===== src/rtl/fbm_pkg.sv =====
package fbm_pkg;

  // Strobes from the control unit to the datapath
  typedef struct packed {
    logic latchAddr;  // take a new address from the synchronized pins
    logic pendWrite;  // write a fresh record into the holding slot
    logic loadOut;    // move the holding slot into the serializer
  } ctrlStrobes_t;

endpackage


===== src/rtl/fbm_datapath.sv =====
module fbm_datapath
  import fbm_pkg::*;
#(
  parameter int DATA_W     = 8,
  parameter int HI_W       = 4,
  parameter int SYNC_DEPTH = 2,
  parameter int ADDR_W     = DATA_W + HI_W + 1,
  parameter int REC_BYTES  = 3,
  parameter int IDX_W      = 2
) (
  input  logic                 clk,
  input  logic                 rstN,
  input  logic [DATA_W-1:0]    busData,
  input  logic [HI_W-1:0]      busAddrHi,
  input  logic                 bankBit,
  input  logic                 aleIn,
  input  logic                 strobeN,
  input  logic                 bankEn,
  input  ctrlStrobes_t         ctl,
  input  logic [IDX_W-1:0]     byteIdx,
  output logic                 aleNow,
  output logic                 alePrev,
  output logic                 strNow,
  output logic                 strPrev,
  output logic [7:0]           mTdata
);

  localparam int PIN_W  = DATA_W + HI_W + 3;
  localparam int AW_PAD = 8 * (REC_BYTES - 1);
  localparam int REC_W  = 8 * REC_BYTES;
  localparam logic [PIN_W-1:0] PINS_IDLE = PIN_W'(1);  // strobe high, latch low

  // stage SYNC_DEPTH-1 is the current sample, stage SYNC_DEPTH the previous one
  logic [PIN_W-1:0] stageQ [0:SYNC_DEPTH];
  logic [PIN_W-1:0] pinsIn;
  logic [PIN_W-1:0] curPins;
  logic [PIN_W-1:0] prevPins;

  logic [DATA_W-1:0] curData;
  logic [HI_W-1:0]   curHi;
  logic              curBank;

  logic [ADDR_W-1:0] addrQ;
  logic [ADDR_W-1:0] addrNext;
  logic [AW_PAD-1:0] addrPad;
  logic [REC_W-1:0]  pendQ;
  logic [REC_W-1:0]  outQ;

  assign pinsIn   = {bankBit, busAddrHi, busData, aleIn, strobeN};
  assign curPins  = stageQ[SYNC_DEPTH-1];
  assign prevPins = stageQ[SYNC_DEPTH];

  assign strNow   = curPins[0];
  assign strPrev  = prevPins[0];
  assign aleNow   = curPins[1];
  assign alePrev  = prevPins[1];
  assign curData  = curPins[DATA_W+1:2];
  assign curHi    = curPins[DATA_W+HI_W+1:DATA_W+2];
  assign curBank  = curPins[PIN_W-1];

  always_ff @(posedge clk or negedge rstN) begin
    if (!rstN) begin
      for (int i = 0; i <= SYNC_DEPTH; i++) stageQ[i] <= PINS_IDLE;
    end else begin
      stageQ[0] <= pinsIn;
      for (int i = 1; i <= SYNC_DEPTH; i++) stageQ[i] <= stageQ[i-1];
    end
  end

  // a same-sample address edge must reach the record built in this cycle
  assign addrNext = ctl.latchAddr ? {bankEn & curBank, curHi, curData} : addrQ;
  assign addrPad  = AW_PAD'(addrNext);

  always_ff @(posedge clk or negedge rstN) begin
    if (!rstN) begin
      addrQ <= '0;
      pendQ <= '0;
      outQ  <= '0;
    end else begin
      if (ctl.latchAddr) addrQ <= addrNext;
      if (ctl.pendWrite) pendQ <= {addrPad, curData};
      if (ctl.loadOut)   outQ  <= pendQ;
    end
  end

  assign mTdata = outQ[REC_W - 1 - 8*byteIdx -: 8];

  AST_BANK_OFF: assert property (@(posedge clk) disable iff (!rstN)
    (ctl.latchAddr && !bankEn) |=> (addrQ[ADDR_W-1] == 1'b0));

endmodule


===== src/rtl/fbm_control.sv =====
module fbm_control
  import fbm_pkg::*;
#(
  parameter int REC_BYTES = 3,
  parameter int IDX_W     = 2
) (
  input  logic             clk,
  input  logic             rstN,
  input  logic             aleNow,
  input  logic             alePrev,
  input  logic             strNow,
  input  logic             strPrev,
  input  logic             mTready,
  output ctrlStrobes_t     ctl,
  output logic [IDX_W-1:0] byteIdx,
  output logic             mTvalid,
  output logic             mTlast,
  output logic             overflow
);

  localparam logic [IDX_W-1:0] LAST_IDX = IDX_W'(REC_BYTES - 1);

  logic aleFall;
  logic strRise;
  logic startedQ;
  logic startedNext;
  logic pendValidQ;
  logic busyQ;
  logic ovfQ;
  logic [IDX_W-1:0] idxQ;

  assign aleFall     = alePrev & ~aleNow;
  assign strRise     = ~strPrev & strNow;
  assign startedNext = startedQ | aleFall;

  always_comb begin
    ctl.latchAddr = aleFall;
    ctl.pendWrite = strRise & startedNext;
    ctl.loadOut   = pendValidQ & ~busyQ;
  end

  always_ff @(posedge clk or negedge rstN) begin
    if (!rstN) begin
      startedQ   <= 1'b0;
      pendValidQ <= 1'b0;
      busyQ      <= 1'b0;
      idxQ       <= '0;
      ovfQ       <= 1'b0;
    end else begin
      startedQ <= startedNext;
      if (busyQ && mTready) begin
        if (idxQ == LAST_IDX) busyQ <= 1'b0;
        else                  idxQ  <= idxQ + 1'b1;
      end
      if (ctl.loadOut) begin
        busyQ <= 1'b1;
        idxQ  <= '0;
      end
      if (ctl.pendWrite) begin
        pendValidQ <= 1'b1;
        if (pendValidQ && !ctl.loadOut) ovfQ <= 1'b1;
      end else if (ctl.loadOut) begin
        pendValidQ <= 1'b0;
      end
    end
  end

  assign byteIdx  = idxQ;
  assign mTvalid  = busyQ;
  assign mTlast   = busyQ && (idxQ == LAST_IDX);
  assign overflow = ovfQ;

  AST_NO_REC_BEFORE_START: assert property (@(posedge clk) disable iff (!rstN)
    !startedQ |-> (!pendValidQ && !busyQ));
  AST_OVF_STICKY: assert property (@(posedge clk) disable iff (!rstN)
    overflow |=> overflow);
  AST_GAP_AFTER_LAST: assert property (@(posedge clk) disable iff (!rstN)
    (mTvalid && mTready && mTlast) |=> !mTvalid);

endmodule


===== src/rtl/fetch_bus_monitor.sv =====
module fetch_bus_monitor
  import fbm_pkg::*;
#(
  parameter int DATA_W     = 8,
  parameter int HI_W       = 4,
  parameter int SYNC_DEPTH = 2
) (
  input  logic              clk,
  input  logic              rstN,
  input  logic [DATA_W-1:0] busData,
  input  logic [HI_W-1:0]   busAddrHi,
  input  logic              bankBit,
  input  logic              aleIn,
  input  logic              strobeN,
  input  logic              bankEn,
  output logic [7:0]        mTdata,
  output logic              mTvalid,
  input  logic              mTready,
  output logic              mTlast,
  output logic              overflow
);

  localparam int ADDR_W    = DATA_W + HI_W + 1;
  localparam int REC_BYTES = (ADDR_W + 7) / 8 + 1;
  localparam int IDX_W     = $clog2(REC_BYTES);

  ctrlStrobes_t     ctl;
  logic [IDX_W-1:0] byteIdx;
  logic aleNow, alePrev, strNow, strPrev;

  fbm_datapath #(
    .DATA_W(DATA_W), .HI_W(HI_W), .SYNC_DEPTH(SYNC_DEPTH),
    .ADDR_W(ADDR_W), .REC_BYTES(REC_BYTES), .IDX_W(IDX_W)
  ) u_datapath (
    .clk(clk), .rstN(rstN),
    .busData(busData), .busAddrHi(busAddrHi), .bankBit(bankBit),
    .aleIn(aleIn), .strobeN(strobeN), .bankEn(bankEn),
    .ctl(ctl), .byteIdx(byteIdx),
    .aleNow(aleNow), .alePrev(alePrev), .strNow(strNow), .strPrev(strPrev),
    .mTdata(mTdata)
  );

  fbm_control #(.REC_BYTES(REC_BYTES), .IDX_W(IDX_W)) u_control (
    .clk(clk), .rstN(rstN),
    .aleNow(aleNow), .alePrev(alePrev), .strNow(strNow), .strPrev(strPrev),
    .mTready(mTready), .ctl(ctl), .byteIdx(byteIdx),
    .mTvalid(mTvalid), .mTlast(mTlast), .overflow(overflow)
  );

  AST_HOLD_STABLE: assert property (@(posedge clk) disable iff (!rstN)
    (mTvalid && !mTready) |=> (mTvalid && $stable(mTdata) && $stable(mTlast)));

endmodule


===== config.mk =====
export PLATFORM = sky130hd
export DESIGN_NAME = fetch_bus_monitor
export DESIGN_NICKNAME = d
export VERILOG_FILES = /design/src/rtl/fbm_pkg.sv /design/src/rtl/fbm_datapath.sv /design/src/rtl/fbm_control.sv /design/src/rtl/fetch_bus_monitor.sv
export SDC_FILE = /design/constraint.sdc
export NUM_CORES = 1
export LEC_CHECK = 0
export ABC_AREA = 1
export BUFFER_PORTS_ARGS = -buffer_cell sky130_fd_sc_hd__buf_2
export CORE_ASPECT_RATIO = 2
export CORE_UTILIZATION = 48
export DETAILED_ROUTE_END_ITERATION = 6
export PLACE_DENSITY = 0.77
export RECOVER_POWER = 100
export SYNTH_ARGS = -nofsm -noshare
export SYNTH_HDL_FRONTEND = slang
export SYNTH_HIERARCHICAL = 1
export SYNTH_SLANG_ARGS = --single-unit

===== constraint.sdc =====
create_clock -name clk -period 3.4 [get_ports clk]
set_input_delay 0.68 -clock clk [delete_from_list [all_inputs] [get_ports clk]]
set_output_delay 0.68 -clock clk [all_outputs]
set_load 0.02 [all_outputs]

==> summary.txt <==
final setup fails -> 0
Final Cell Area -> 3860 um2
crit path max fanout -> 16
Buf+Inv Stages, Crit Path -> 3
CTS tree -> yes
setup repair after global routing missed its margin -> false
die width -> 61.3 um
register area share after synthesis -> 0.689
Avg Cell Area, Syn -> 10.6 um2
final hold violation count -> 0
crit path max-delay cell type -> dfrtp_1
initial antenna violation count -> 0
mux share of post-synthesis cell area -> 0.0333
Antenna Nets Post-Route -> 0
drt first pass iters -> 5
Clk Latency, worst-skew pair -> 330 ps
final net count -> 374
CP required -> 2720 ps
Final Core Density -> 0.561
aggregate negative setup slack -> 0 ps
die area -> 7400 um2
max_slew headroom -> 0.140
GRT Overall Usage -> 0.168
leak pwr -> 0.00195 uW
via count -> 2075
R2R setup slack -> 970 ps
share of layout cells above drive strength 1 -> 0.126
Post-Layout Cell Count -> 446
Clock Sinks -> 93
total gr overflow -> 0
xor-xnor portion of the synthesized cell area -> 0
crit share post-route -> 0.828
Layout area overhead -> 14.2%
Synthesized Nets -> 341
maximum clock insertion buffer count -> 2
commonest non-fill, non-tap cells in the layout -> nand2_1 (109), dfrtp_1 (90), inv_1 (41)
Avg Vias per Cell -> 4.65
Placed Area -> 3610 um2
main combinational cell family by area after synthesis -> simple AND/OR/NAND/NOR gates
crit path DAT -> 2130 ps
final wirelength -> 5190 um
Root Driver -> clkbuf_16
Unique masters post-synth -> 18
Worst Clk Skew -> 6.62 ps
Max Cap Violations -> 0
vias in the first global route -> 2011
most common cell after layout, fill and taps aside -> nand2_1
Starting Density -> 0.491
TritonCTS Buffers -> 9
Max Fclk -> 0.355 GHz
row cnt -> 43
I/O Buffers -> 29
post-DP HPWL -> 3700 um
first-pass GRT wire length -> 8950 um
DRC -> 0
H-Tree Depth -> 3
post_cts resized -> 0
Syn Inst Count -> 320
Hold-fix buffers, CTS -> 0
Post-Synth Adder-Cell Area -> 0.00740
I/O Pins -> 30
Seq cells post-synth -> 93
Peak VDD IR -> 408 uV
Crit path max-delay family -> buffers and inverters
initial DRC count -> 51
post-synthesis compound-gate area fraction -> 0.0659
post-synthesis cell area -> 3380 um2
Pwr per Cell Area -> 828 nW/um2
crit-path cells -> buf_4, ha_1, inv_1, nor2_1, o21ai_0, a21oi_1, clkbuf_1
Die Span Y -> 121 um
status -> finished clean
fin crit period -> 2810 ps
post-DR wirelength/cell -> 11.6 um
crit end category -> output port
Ys Warns -> 6
Post-Place Cells -> 432
Slew Limit Fails -> 0
pin count of the biggest net entering global routing -> 57
clock slew at reported path FFs -> 60 ps
Setup CP Type -> register to output port
Post-CTS Setup Bufs -> 0
n_diodes -> 0
CP max stage delay -> 350 ps
CP Launch Type -> register
simple-gate area share of the yosys netlist -> 0.141
hold crit path type -> register to register
core area -> 6890 um2
GP Congestion -> 0.851
Worst Max-Slew Pin Slew -> 1290 ps
## layer usage
| metal | share of wire | track usage |
|---|---|---|
| met3 | 0.029 | 0.0396 |
| met5 | 0 | 0 |
| met1 | 0.40 | 0.199 |
| met4 | 0.044 | 0.107 |
| met2 | 0.52 | 0.264 |
## kinds of logic (layout without fill, tap and decap cells)
group	after synthesis	count (layout)
compound gates	40	40
fa+ha+maj	2	2
buf+inv	52	88
flops	93	93
mux	10	10
simple gates	123	123
## cell usage after synthesis
master | n | area [um2]
a21oi_1 | 11 | 55.1
buf_1 | 2 | 7.51
buf_2 | 2 | 10.0
buf_4 | 2 | 15.0
buf_6 | 1 | 11.3
clkbuf_1 | 4 | 15.0
dfrtp_1 | 90 | 2250
dfstp_2 | 3 | 78.8
ha_1 | 2 | 25.0
inv_1 | 41 | 154
mux2_2 | 10 | 113
nand2_1 | 109 | 409
nand3_1 | 8 | 40.0
nand4_1 | 2 | 12.5
nor2_1 | 4 | 15.0
o21ai_0 | 22 | 110
o21ai_1 | 1 | 5.00
o21ai_2 | 6 | 52.6
## report_power, final
group	internal, uW	total [uW]	switching (uW)
registers	1320	1420	100
clock network	621	981	360
logic	264	796	532
## registers in the layout, summed over array words and instances (netlist names)
| signal | count |
|---|---|
| u_control/mTvalid | 1 |
| u_control/startedQ | 1 |
| u_control/pendValidQ | 1 |
| u_datapath/addrQ | 13 |
| u_datapath/prevPins | 2 |
| u_control/overflow | 1 |
| u_datapath/outQ | 21 |
| u_datapath/curPins | 15 |
| u_control/byteIdx | 2 |
| u_datapath/stageQ | 15 |
| u_datapath/pendQ | 21 |
## final timing paths
path,start,end,depth (start not counted)
max,u_control/byteIdx[0],mTdata[5],7
min,u_datapath/stageQ[34],u_datapath/curPins[4],0
max reg2reg,u_datapath/curPins[0],u_datapath/pendQ[10],8
min reg2reg,u_datapath/stageQ[34],u_datapath/curPins[4],0
max in group asynchronous,rstN,u_datapath/addrQ[6],2
min in group asynchronous,rstN,u_control/mTvalid,1
## area by class of cell
class                           instances  area (um2)
Clock buffer                           13         270
Clock inverter                          1        30.0
Fill cell                             678        3020
Inverter                               41         154
Multi-Input combinational cell        175         815
Sequential cell                        93        2330
Tap cell                               90         113
Timing Repair Buffer                   33         150
## stage by stage
stage	hold WS [ps]	power [uW]	setup slack, ps
3_3_place_gp	332	2240	1040
4_1_cts	348	3270	596
2_1_floorplan	331	2010	1270
6_report	345	3200	585
3_5_place_dp	335	2280	957
5_1_grt	355	3390	383
Note: power is estimated with default switching activity, not from simulation.
